File: src/rtl/rxs_pkg.sv
package rxs_pkg;

  localparam int ENTRY_W = 15;

  localparam logic [7:0] ST_PASS = 8'o201;
  localparam logic [7:0] ST_SKIP = 8'o203;
  localparam logic [7:0] ST_FAIL = 8'o200;

  typedef struct packed {
    logic       ovr;
    logic       frm;
    logic       par;
    logic [3:0] line;
    logic [7:0] ch;
  } entry_t;

  typedef enum logic [1:0] {SEQ_IDLE, SEQ_WAIT, SEQ_LOAD} seq_state_t;

  typedef enum logic [1:0] {RD_NONE, RD_CSR, RD_EMPTY, RD_DATA} rd_kind_t;

  // Data entry; parity is dropped when all three flags would be set.
  function automatic entry_t make_data(input logic ovr, input logic frm,
                                       input logic par, input logic [3:0] line,
                                       input logic [7:0] ch);
    entry_t e;
    e.ovr  = ovr;
    e.frm  = frm;
    e.par  = par & ~(ovr & frm);
    e.line = line;
    e.ch   = ch;
    return e;
  endfunction

  function automatic entry_t make_modem(input logic [3:0] line, input logic dcd);
    entry_t e;
    e.ovr  = 1'b1;
    e.frm  = 1'b1;
    e.par  = 1'b1;
    e.line = line;
    e.ch   = {3'b000, dcd, 4'b0000};
    return e;
  endfunction

endpackage

File: src/rtl/rxs_arbiter.sv
module rxs_arbiter #(
  parameter int N_REQ = 9
) (
  input  logic [N_REQ-1:0] req,
  input  logic             en,
  output logic [N_REQ-1:0] gnt,
  output logic             any
);
  localparam logic [N_REQ-1:0] ONE = {{(N_REQ-1){1'b0}}, 1'b1};

  logic [N_REQ-1:0] lowest;

  // Isolate the lowest set bit: lowest index has priority.
  assign lowest = req & ((~req) + ONE);
  assign gnt    = en ? lowest : '0;
  assign any    = en & (|req);
endmodule

File: src/rtl/rxs_fifo.sv
module rxs_fifo #(
  parameter int DEPTH = 64,
  parameter int W     = 15,
  localparam int AW   = $clog2(DEPTH)
) (
  input  logic         clk,
  input  logic         rst,
  input  logic         flush,
  input  logic         wr_en,
  input  logic [W-1:0] wr_data,
  input  logic         rd_en,
  output logic [W-1:0] rd_data,
  output logic [AW:0]  count,
  output logic [AW:0]  count_nxt,
  output logic         full,
  output logic         empty
);
  logic [W-1:0]  mem [DEPTH];
  logic [AW-1:0] wp, rp;
  logic [W-1:0]  rd_q;

  assign full    = (count == (AW+1)'(DEPTH));
  assign empty   = (count == '0);
  assign rd_data = rd_q;

  always_comb begin
    if (rst || flush) count_nxt = '0;
    else              count_nxt = count + (AW+1)'(wr_en) - (AW+1)'(rd_en);
  end

  // Storage without reset and with a registered read port.
  always_ff @(posedge clk) begin
    if (wr_en) mem[wp] <= wr_data;
  end

  always_ff @(posedge clk) begin
    if (rd_en) rd_q <= mem[rp];
  end

  always_ff @(posedge clk) begin
    if (rst || flush) begin
      wp <= '0;
      rp <= '0;
    end else begin
      if (wr_en) wp <= wp + 1'b1;
      if (rd_en) rp <= rp + 1'b1;
    end
    count <= count_nxt;
  end
endmodule

File: src/rtl/rxs_reset_seq.sv
module rxs_reset_seq
  import rxs_pkg::*;
#(
  parameter int RST_CYCLES = 16,
  parameter int N_STATUS   = 8,
  parameter int VER_BASE   = 33,
  localparam int CW        = $clog2(RST_CYCLES),
  localparam int SW        = $clog2(N_STATUS)
) (
  input  logic       clk,
  input  logic       rst,
  input  logic       start,
  input  logic       st_fail,
  input  logic       st_skip,
  output logic       busy,
  output logic       flush,
  output logic       load_valid,
  output logic [7:0] load_byte,
  output logic       diag_fail
);
  seq_state_t    state;
  logic [CW-1:0] cnt;
  logic [SW-1:0] idx;
  logic          fail_q, skip_q;
  logic [7:0]    code, ver;

  always_ff @(posedge clk) begin
    if (rst || start) begin
      state     <= SEQ_WAIT;
      cnt       <= '0;
      idx       <= '0;
      fail_q    <= 1'b0;
      skip_q    <= 1'b0;
      diag_fail <= 1'b0;
    end else begin
      case (state)
        SEQ_WAIT: begin
          if (cnt == CW'(RST_CYCLES-1)) begin
            state     <= SEQ_LOAD;
            idx       <= '0;
            fail_q    <= st_fail;
            skip_q    <= st_skip;
            diag_fail <= st_fail;
          end else begin
            cnt <= cnt + 1'b1;
          end
        end
        SEQ_LOAD: begin
          if (idx == SW'(N_STATUS-1)) state <= SEQ_IDLE;
          else                        idx   <= idx + 1'b1;
        end
        default: ;
      endcase
    end
  end

  always_comb begin
    if (fail_q)      code = ST_FAIL;
    else if (skip_q) code = ST_SKIP;
    else             code = ST_PASS;
    ver = 8'(VER_BASE + int'(idx)) & 8'h7F;
  end

  assign busy       = (state != SEQ_IDLE);
  assign flush      = (state == SEQ_WAIT);
  assign load_valid = (state == SEQ_LOAD);
  assign load_byte  = (idx == '0) ? code : ver;
endmodule

File: src/rtl/mux_rx_silo.sv
module mux_rx_silo
  import rxs_pkg::*;
#(
  parameter int N_LINES    = 8,
  parameter int DEPTH      = 64,
  parameter int RST_CYCLES = 16,
  parameter int N_STATUS   = 8,
  parameter int VER_BASE   = 33
) (
  input  logic                 clk,
  input  logic                 rst,
  input  logic [N_LINES-1:0]   line_req,
  input  logic [N_LINES*8-1:0] line_char,
  input  logic [N_LINES-1:0]   line_ferr,
  input  logic [N_LINES-1:0]   line_perr,
  output logic [N_LINES-1:0]   line_grant,
  input  logic                 mdm_req,
  input  logic [3:0]           mdm_line,
  input  logic                 mdm_dcd,
  output logic                 mdm_grant,
  input  logic                 selftest_fail,
  input  logic                 selftest_skip,
  input  logic                 reg_wr,
  input  logic                 reg_rd,
  input  logic                 reg_sel,
  input  logic [15:0]          reg_wdata,
  output logic [15:0]          reg_rdata,
  output logic                 rx_irq
);
  localparam int N_REQ = N_LINES + 1;
  localparam int AW    = $clog2(DEPTH);

  // Master reset sequencer
  logic       seq_start, seq_busy, seq_flush, seq_load, diag_fail;
  logic [7:0] seq_byte;

  assign seq_start = reg_wr && !reg_sel && reg_wdata[5];

  rxs_reset_seq #(
    .RST_CYCLES(RST_CYCLES), .N_STATUS(N_STATUS), .VER_BASE(VER_BASE)
  ) u_seq (
    .clk(clk), .rst(rst), .start(seq_start),
    .st_fail(selftest_fail), .st_skip(selftest_skip),
    .busy(seq_busy), .flush(seq_flush), .load_valid(seq_load),
    .load_byte(seq_byte), .diag_fail(diag_fail)
  );

  // Candidate entries, one per requester
  logic   ovr_q, ovr_d;
  entry_t cand [N_REQ];

  for (genvar gi = 0; gi < N_LINES; gi++) begin : g_line
    assign cand[gi] = make_data(ovr_q, line_ferr[gi], line_perr[gi],
                                4'(gi), line_char[gi*8 +: 8]);
  end
  assign cand[N_LINES] = make_modem(mdm_line, mdm_dcd);

  // Arbitration
  logic [N_REQ-1:0] gnt;
  logic             any_req;

  rxs_arbiter #(.N_REQ(N_REQ)) u_arb (
    .req({mdm_req, line_req}), .en(!seq_busy), .gnt(gnt), .any(any_req)
  );

  assign line_grant = gnt[N_LINES-1:0];
  assign mdm_grant  = gnt[N_LINES];

  entry_t win;
  logic   win_is_data;

  always_comb begin
    win = '0;
    for (int i = 0; i < N_REQ; i++) begin
      if (gnt[i]) win = cand[i];
    end
  end
  assign win_is_data = |gnt[N_LINES-1:0];

  // Queue storage
  logic                 fifo_wr, fifo_rd, fifo_full, fifo_empty;
  logic [ENTRY_W-1:0]   fifo_wdata, fifo_rdata;
  logic [AW:0]          fifo_cnt, fifo_cnt_nxt;
  logic                 push_ok, push_drop, rd_rbuf;
  entry_t               st_entry;

  assign push_ok   = any_req && !fifo_full;
  assign push_drop = any_req && fifo_full;
  assign rd_rbuf   = reg_rd && reg_sel;
  assign fifo_rd   = rd_rbuf && !fifo_empty;

  always_comb begin
    st_entry      = '0;
    st_entry.ch   = seq_byte;
    fifo_wr       = seq_load ? 1'b1 : push_ok;
    fifo_wdata    = seq_load ? st_entry : win;
  end

  rxs_fifo #(.DEPTH(DEPTH), .W(ENTRY_W)) u_fifo (
    .clk(clk), .rst(rst), .flush(seq_flush),
    .wr_en(fifo_wr), .wr_data(fifo_wdata), .rd_en(fifo_rd),
    .rd_data(fifo_rdata), .count(fifo_cnt), .count_nxt(fifo_cnt_nxt),
    .full(fifo_full), .empty(fifo_empty)
  );

  // Control state
  logic     ie_q, ie_d, irq_q;
  rd_kind_t rd_kind_q;
  logic [15:0] csr_word, csr_q;
  logic        wdata_unused;

  assign wdata_unused = ^{reg_wdata[15:7], reg_wdata[4:0]};

  always_comb begin
    if (seq_start)               ie_d = 1'b0;
    else if (reg_wr && !reg_sel) ie_d = reg_wdata[6];
    else                         ie_d = ie_q;

    if (seq_start)                     ovr_d = 1'b0;
    else if (push_drop)                ovr_d = 1'b1;
    else if (push_ok && win_is_data)   ovr_d = 1'b0;
    else                               ovr_d = ovr_q;

    csr_word     = '0;
    csr_word[13] = diag_fail;
    csr_word[7]  = !fifo_empty;
    csr_word[6]  = ie_q;
    csr_word[5]  = seq_busy;
  end

  always_ff @(posedge clk) begin
    if (rst) begin
      ie_q      <= 1'b0;
      irq_q     <= 1'b0;
      ovr_q     <= 1'b0;
      rd_kind_q <= RD_NONE;
      csr_q     <= '0;
    end else begin
      ie_q  <= ie_d;
      irq_q <= ie_d && (fifo_cnt_nxt != '0);
      ovr_q <= ovr_d;
      if (reg_rd) begin
        if (!reg_sel) begin
          rd_kind_q <= RD_CSR;
          csr_q     <= csr_word;
        end else if (fifo_empty) begin
          rd_kind_q <= RD_EMPTY;
        end else begin
          rd_kind_q <= RD_DATA;
        end
      end
    end
  end

  always_comb begin
    case (rd_kind_q)
      RD_CSR:  reg_rdata = csr_q;
      RD_DATA: reg_rdata = {1'b1, fifo_rdata};
      default: reg_rdata = '0;
    endcase
  end

  assign rx_irq = irq_q;
endmodule

File: config.mk
export PLATFORM = sky130hd
export DESIGN_NAME = mux_rx_silo
export DESIGN_NICKNAME = d
export VERILOG_FILES = /design/src/rtl/rxs_pkg.sv /design/src/rtl/rxs_arbiter.sv /design/src/rtl/rxs_fifo.sv /design/src/rtl/rxs_reset_seq.sv /design/src/rtl/mux_rx_silo.sv
export SDC_FILE = /design/constraint.sdc
export NUM_CORES = 1
export LEC_CHECK = 0
export ABC_AREA = 1
export BUFFER_PORTS_ARGS = -buffer_cell sky130_fd_sc_hd__buf_2
export CAP_MARGIN = 20
export CORE_ASPECT_RATIO = 2
export CORE_MARGIN = 3
export CORE_UTILIZATION = 50
export CTS_CLUSTER_DIAMETER = 200
export DETAILED_ROUTE_END_ITERATION = 10
export PLACE_DENSITY_LB_ADDON = 0.2
export SYNTH_ARGS = -nofsm -noshare
export SYNTH_HDL_FRONTEND = slang
export SYNTH_HIERARCHICAL = 1
export SYNTH_SLANG_ARGS = --single-unit
File: constraint.sdc
create_clock -name clk -period 15.56 [get_ports clk]
set_clock_uncertainty 0.05 [all_clocks]
set_input_delay 1.556 -clock clk [delete_from_list [all_inputs] [get_ports clk]]
set_output_delay 1.556 -clock clk [all_outputs]
set_load 0.05 [all_outputs]
==> summary.txt, run 1 <==
Floorplan
  – Die area: around 92000 sq um
  – Die Height: 424.9 um
  – Initial Util: 50.47%
  – Boundary pin count: between 100 and 150
  – Die width: between 200 and 250 um
  – Row count: 153
  – Core area: slightly below 90000 sq um

Power
  – Peak VDD IR: about 110 uV
  – Total power: 5.658 mW
  – Power density cells: 116.1 nW/um^2
  – Leakage Power: 19.28 nW

STA
  – Worst hold slack: 406.5 ps
  – Min Tclk post-route: 4817 ps
  – Final hold vios: 0
  – F_max: 207.6 MHz
  – Final period util: 30.96%
  – Setup_tns: 0 ps
  – Final setup fails: 0
  – Max Transition Viols Final: 0
  – RSZ-0062 raised after global routing: false
  – Max-slew headroom: 22.24%
  – Actual slew at the worst max-slew pin: approximately 1200 ps

CTS
  – Resized cells post-CTS: 0
  – H-tree depth: 3
  – CTS Buf Count: 85
  – Setup bufs post-CTS: 0
  – Root buffer cell: clkbuf_16
  – CTS tree: done
  – CTS hold repair buffers: 0
  – CTS clk-pin slew, worst paths: around 70 ps
  – Worst-Skew Late Latency: 680 ps
  – Longest Clk Path Bufs: 3
  – Total clock sinks: between 1000 and 1500

Route
  – DR vias/cell: approximately 5.4
  – Antenna viol nets, final: 0
  – Routed vias: 29910
  – 1st-iter DRT viols: about 2400
  – Pre-antenna DRT Iters: 6
  – Final WL: 118800 um
  – Wire length per cell: 21.45 um
  – DRC viols: 0

Synth
  – Library cells used by synthesis: 40
  – FF+latch count, synth: 1014
  – Area contributors post-synth: edfxtp_1, nand2_1, nand3_1, inv_1, nor2_1
  – Yosys top cell area share: 66.75%
  – Asr flop ratio synth: 0%
  – Syn Inst Count: around 4200
  – Yosys top cell by area: edfxtp_1
  – Sequential share of the synthesized area: 68.53%
  – Main synth FF type: edfxtp_1
  – EDFF count, synth: 975
  – Yosys warns: 6
  – Syn avg cell area: 10.38 sq um
  – Mapped cell area: 43860 sq um

Setup path
  – Worst setup path class: register to register
  – Worst Path Max Fanout: 146
  – Setup crit start kind: register
  – Reg2reg path depth: 11
  – WP data required: 15900 ps
  – Critical Path End Type: register
  – Crit path DAT: 5160 ps

Global route
  – Vias in the first global route: 29350
  – Largest net degree at the start of global routing: 180
  – GRT Overall Usage: 25.88%
  – GRT overflow: 0
  – First-pass GRT wire length: 176200 um
  – Initial antenna violation count: 1

Cells and area
  – Fin nets: 4443
  – P&R area growth vs syn: 11.14%
  – Layout cells sized above 1: a little under a tenth

Place
  – Number of port buffers: 128
  – Post-DP HPWL: 71500 um
  – Routability Congestion: 0.9135

Hold path
  – Worst Hold Path Cells: 2
  – Hold WC Path Type: register to register

Job
  – Max Cap Violations: 0

Status
  – Status: finished clean
## state kept, by name, summed over array words and instances (netlist names)
signal and count:
u_seq/cnt 4, u_fifo/mem 960, rd_kind_q 2, u_seq/state 2, u_seq/idx 3, u_fifo/rp 6
rx_irq 1, u_fifo/count 7, u_seq/skip_q 1, u_fifo/wp 6, u_fifo/rd_data 15, csr_q 4
u_seq/fail_q 1, ie_q 1, ovr_q 1
## cells in the mapped netlist (2+ instances only)
master	number
edfxtp_1	975
a21oi_1	100
buf_1	12
a31oi_1	5
nor4_1	2
inv_2	3
nor3_1	12
o211ai_1	46
nand2_1	1425
clkbuf_1	52
buf_4	16
a21boi_0	2
nand4_1	7
o21ai_1	9
dfxtp_1	39
nor2_2	2
ha_1	18
nand2_2	4
buf_6	10
clkinv_1	5
inv_1	390
inv_4	2
nor2_1	316
o21ai_0	71
nand3_1	549
or2_2	2
o21bai_1	2
buf_2	127
o221ai_1	7
a21boi_1	5
## per-stage QoR
stage	utilization, %	instances	cell area, sq um	setup WS, ps
2_1_floorplan	-	4226	43870	8243
3_3_place_gp	52.67	5382	45780	10390
3_5_place_dp	52.67	5382	45780	10390
4_1_cts	56.09	5539	48740	10680
5_1_grt	56.09	5540	48750	10370
6_report	56.09	5540	48750	10740
## power by group
group	total, mW	switching, mW	internal (mW)
clock network	2.29	0.963	1.32
registers	3.07	0.0113	3.06
logic	0.300	0.236	0.0646
## metal layers
| layer | routed length, um | up-vias | global-route usage [%] | share of wire [%] |
|---|---|---|---|---|
| met2 | 62380 | 999 | 47.32 | 52 |
| met4 | 10170 | 0 | 19.22 | 8.6 |
| met1 | 40020 | 14370 | 27.18 | 34 |
| met3 | 6282 | 319 | 3.114 | 5.3 |
| met5 | 0 | - | 0 | 0 |
| li1 | - | 14220 | - | - |
## kinds of logic (layout without fill, tap and decap cells)
logic type                 after synthesis  count (layout)  synth area share [%]
AOI/OAI and AO/OA                      248             248                 3.232
adders and majority gates               19              19                0.5591
buffers and inverters                  618             769                 5.973
and+or+nand+nor                       2323            2323                 21.66
DFF                                   1014            1014                 68.53
other                                    1               3              0.008550
xor gates and xnor gates                 2               2               0.03994
## critical path, cell delays in order, from the launching register on
cell and delay (ps):
dfxtp_4 540, clkinv_8 460, buf_4 920, buf_4 620, buf_4 720, nand2_1 140
nand3_1 110, nand3_1 100, nand3_1 340, nand2_1 100, nand3_1 80, nand2_1 120
## layout by cell type (no fill, tap or decap), types with 3 or more instances in the layout
| cell type | count |
|---|---|
| a21boi_1 | 5 |
| a21oi_1 | 96 |
| a21oi_4 | 4 |
| a31oi_1 | 3 |
| buf_2 | 128 |
| buf_4 | 82 |
| bufinv_16 | 17 |
| clkbuf_1 | 19 |
| clkbuf_16 | 88 |
| clkinv_1 | 16 |
| clkinv_2 | 12 |
| clkinv_8 | 3 |
| dfxtp_1 | 36 |
| edfxtp_1 | 975 |
| ha_1 | 18 |
| inv_1 | 390 |
| inv_2 | 5 |
| inv_6 | 5 |
| nand2_1 | 1423 |
| nand2_2 | 5 |
| nand3_1 | 549 |
| nand4_1 | 7 |
| nor2_1 | 291 |
| nor2_2 | 26 |
| nor3_1 | 10 |
| o211ai_1 | 46 |
| o21ai_0 | 69 |
| o21ai_1 | 3 |
| o21ai_4 | 7 |
| o221ai_1 | 7 |
## worst paths after layout
kind	startpoint	slack, ps	end
hold / removal	csr_q[13]$_SDFFE_PP0P_	410	csr_q[13]$_SDFFE_PP0P_
setup reg to reg	u_fifo/rp[0]$_SDFFE_PN0P_	10740	u_fifo/rd_data[4]$_DFFE_PP_
setup / recovery	u_fifo/rp[0]$_SDFFE_PN0P_	10740	u_fifo/rd_data[4]$_DFFE_PP_
hold reg to reg	csr_q[13]$_SDFFE_PP0P_	410	csr_q[13]$_SDFFE_PP0P_
## layout make-up
cell class                 instances  area, sq um
tap                             1162         1454
sequential                      1014        30070
timing repair buffer             212         1296
antenna                            1        2.502
fill                            7451        38160
clock inverter                    50        694.4
inverter                         400         1526
multi-input combinational       2594        11430
clock buffer                     107         2273
No activity file was read; power rests on OpenSTA's default activity.
==> run 2, diff against run 1 <==
==> constraint.sdc (replaced) <==
create_clock -name clk -period 4.38 [get_ports clk]
set_clock_uncertainty 0.05 [all_clocks]
set_input_delay 0.438 -clock clk [delete_from_list [all_inputs] [get_ports clk]]
set_output_delay 0.438 -clock clk [all_outputs]
set_load 0.05 [all_outputs]
==> summary.txt, run 2 (synthesis results as in run 1) <==
Status
  – Status: finished clean

Power
  – Leakage Power: 19.40 nW (+0.64%)
  – Power density cells: 397.9 nW/um^2 (+240%)
  – Peak VDD IR: 357.2 uV (+230%)
  – Internal: 15.16 mW (+240%)
  – Sw Ratio: 22.07% (+0.69 points)
  – Clock power share: 38.3% (-2.1 points)
  – Share of power burned in combinational logic: 5.7% (+0.4 points)
  – Sequential share of power: 56.1% (+1.8 points)
  – P_sw: 4.292 mW (+250%)
  – Total power: 19.45 mW (+240%)

STA
  – Actual slew at the worst max-slew pin: 1222 ps (+66.31 ps)
  – Min Tclk post-route: 3408 ps (-1409 ps)
  – F_max: 293.4 MHz (+41%)
  – Final hold vios: 0 (unchanged)
  – Final setup fails: 0 (unchanged)
  – Final period util: 77.81% (+47 points)
  – Max-slew headroom: 18.53% (-3.7 points)
  – Max Transition Viols Final: 0 (unchanged)
  – Worst hold slack: 108.0 ps (-298.6 ps)
  – RSZ-0062 raised after global routing: false
  – Worst setup margin: 972.0 ps (-9771 ps)

CTS
  – H-tree depth: 3 (unchanged)
  – CTS hold repair buffers: 4 (+4)
  – Root buffer cell: clkbuf_16
  – Total clock sinks: 1014 (unchanged)
  – Worst-Skew Late Latency: 670 ps (about the same)
  – CTS clk-pin slew, worst paths: 60 ps (about the same)
  – CTS tree: done
  – Resized cells post-CTS: 0 (unchanged)
  – Setup bufs post-CTS: 0 (unchanged)
  – Longest Clk Path Bufs: 3 (unchanged)
  – CTS Buf Count: 82 (-3.5%)

Global route
  – Met2 Track Usage GR: 47.22% (-0.096 points)
  – Vias in the first global route: 29060 (-0.97%)
  – GR peak layer: met2
  – Initial antenna violation count: 1 (unchanged)
  – Met3 Use GR: 2.921% (-0.19 points)
  – First-pass GRT wire length: 179100 um (+1.7%)
  – Met1 Usage GRT: 29.18% (+2.0 points)
  – Largest net degree at the start of global routing: 182 (+1.1%)
  – GRT overflow: 0 (unchanged)
  – GRT Overall Usage: 26.43% (+0.55 points)

Setup path
  – Critical Path End Type: register
  – Reg2reg path depth: 13 (+2)
  – Crit path DAT: 3700 ps (-1460 ps)
  – Worst Path Max Fanout: 64 (-56%)
  – Worst setup startpoint: u_seq/state[1]$_SDFFE_PP0P_
  – Worst setup path class: register to register
  – Reg2reg start: u_seq/state[1]$_SDFFE_PP0P_
  – Setup crit start kind: register
  – WP data required: 4670 ps (-11230 ps)

Floorplan
  – Initial Util: 50.47% (unchanged)
  – Die Height: 424.9 um (unchanged)
  – Boundary pin count: 143 (unchanged)
  – Die width: 215.4 um (unchanged)
  – Die area: 91530 sq um (unchanged)
  – Core area: 86910 sq um (unchanged)
  – Row count: 153 (unchanged)

Route
  – Wire length per cell: 21.72 um (+1.2%)
  – 1st-iter DRT viols: 2691 (+11%)
  – Antenna viol nets, final: 0 (unchanged)
  – Routed vias: 30190 (+0.93%)
  – Pre-antenna DRT Iters: 5 (-1)
  – DR vias/cell: 5.410 (+0.21%)
  – Final WL: 121200 um (+2.0%)
  – DRC viols: 0 (unchanged)

Cells and area
  – P&R area growth vs syn: 11.44%
  – Commonest non-fill, non-tap cell in the layout: nand2_1
  – Fill cells: 7356 (-1.3%)
  – Largest register FFs: 960 (unchanged)
  – Largest register by flop count: u_fifo/mem
  – Layout cells sized above 1: 9.486% (+0.30 points)
  – Most frequent cells in the layout: nand2_1, edfxtp_1, nand3_1, inv_1, nor2_1
  – Fin nets: 4484 (+0.92%)

Place
  – Post-DP HPWL: 72260 um (+1.1%)
  – Routability Congestion: 0.9647 (+5.6%)
  – Number of port buffers: 128 (unchanged)
  – Place WS: 993.5 ps (-9397 ps)

Job
  – Max Cap Violations: 0 (unchanged)

Hold path
  – Worst Hold Path Cells: 4 (+2)
  – Hold WC Path Type: input pin to register
  – Min-delay src: rst
==> run 2: cell count changes in the layout (fill, tap and decap cells not counted), moves of 4 or more <==
cell / delta
clkinv_2: +6
dlygate4sd3_1: +4
bufinv_16: -9
nor2_2: -23
buf_4: +27
clkinvlp_4: +5
nor2_1: +23
clkbuf_16: -5
buf_12: +12
clkbuf_1: -4
==> run 2: final timing paths <==
kind                                      end  slack, ps
hold / removal          csr_q[5]$_SDFFE_PP0P_        110
setup reg to reg  u_fifo/mem[38][7]$_DFFE_PP_        970
setup / recovery  u_fifo/mem[38][7]$_DFFE_PP_        970
hold reg to reg        csr_q[13]$_SDFFE_PP0P_        400
==> run 2: worst max-delay path, stage by stage (launching register included) <==
cell and delay, ps:
dfxtp_1 370, inv_1 80, ha_1 190, inv_1 50
inv_1 100, nand3_1 150, nor2_1 50, buf_4 190
nor2_1 600, o21ai_0 180, nor2_1 130, a21boi_1 110
o21ai_4 120, buf_4 580
==> run 2: area by class of cell <==
| cell class | instances | area [sq um] | share of cell area [%] |
|---|---|---|---|
| clock buffer | 101 | 2175 | 4.449 |
| antenna | 1 | 2.502 | 0.005120 |
| timing repair buffer | 256 | 1790 | 3.663 |
| tap | 1162 | 1454 | 2.974 |
| inverter | 400 | 1520 | 3.110 |
| multi-input combinational | 2594 | 11370 | 23.27 |
| clock inverter | 52 | 498.0 | 1.019 |
| sequential | 1014 | 30070 | 61.51 |
==> run 2: power groups by stage <==
stage | Combinational [mW] | Sequential [mW] | Clock, mW
after floorplan | 0.545 | 11.1 | 0
after global placement | 1.08 | 11.1 | 0
after detailed placement | 1.10 | 11.1 | 0
after CTS | 1.11 | 10.9 | 7.56
after global routing | 1.19 | 10.9 | 7.93
final | 1.10 | 10.9 | 7.44
==> run 2: layer usage <==
layer  vias up  share of wire (%)
li1      14300                  -
met1     14530                 35
met2      1076                 52
met3       275                5.4
met4         0                8.3
met5         -                  0
==> run 2: metrics by stage <==
| step | std cells | instance area, sq um | utilization [%] | TNS (ps) |
|---|---|---|---|---|
| 4_1_cts | 5579 | 48880 | 56.24 | 0 |
| 3_3_place_gp | 5421 | 46150 | 53.10 | 0 |
| 6_report | 5580 | 48880 | 56.24 | 0 |
| 5_1_grt | 5579 | 48880 | 56.24 | 0 |
| 3_5_place_dp | 5422 | 46160 | 53.12 | 0 |
| 2_1_floorplan | 4226 | 43910 | - | -26450 |
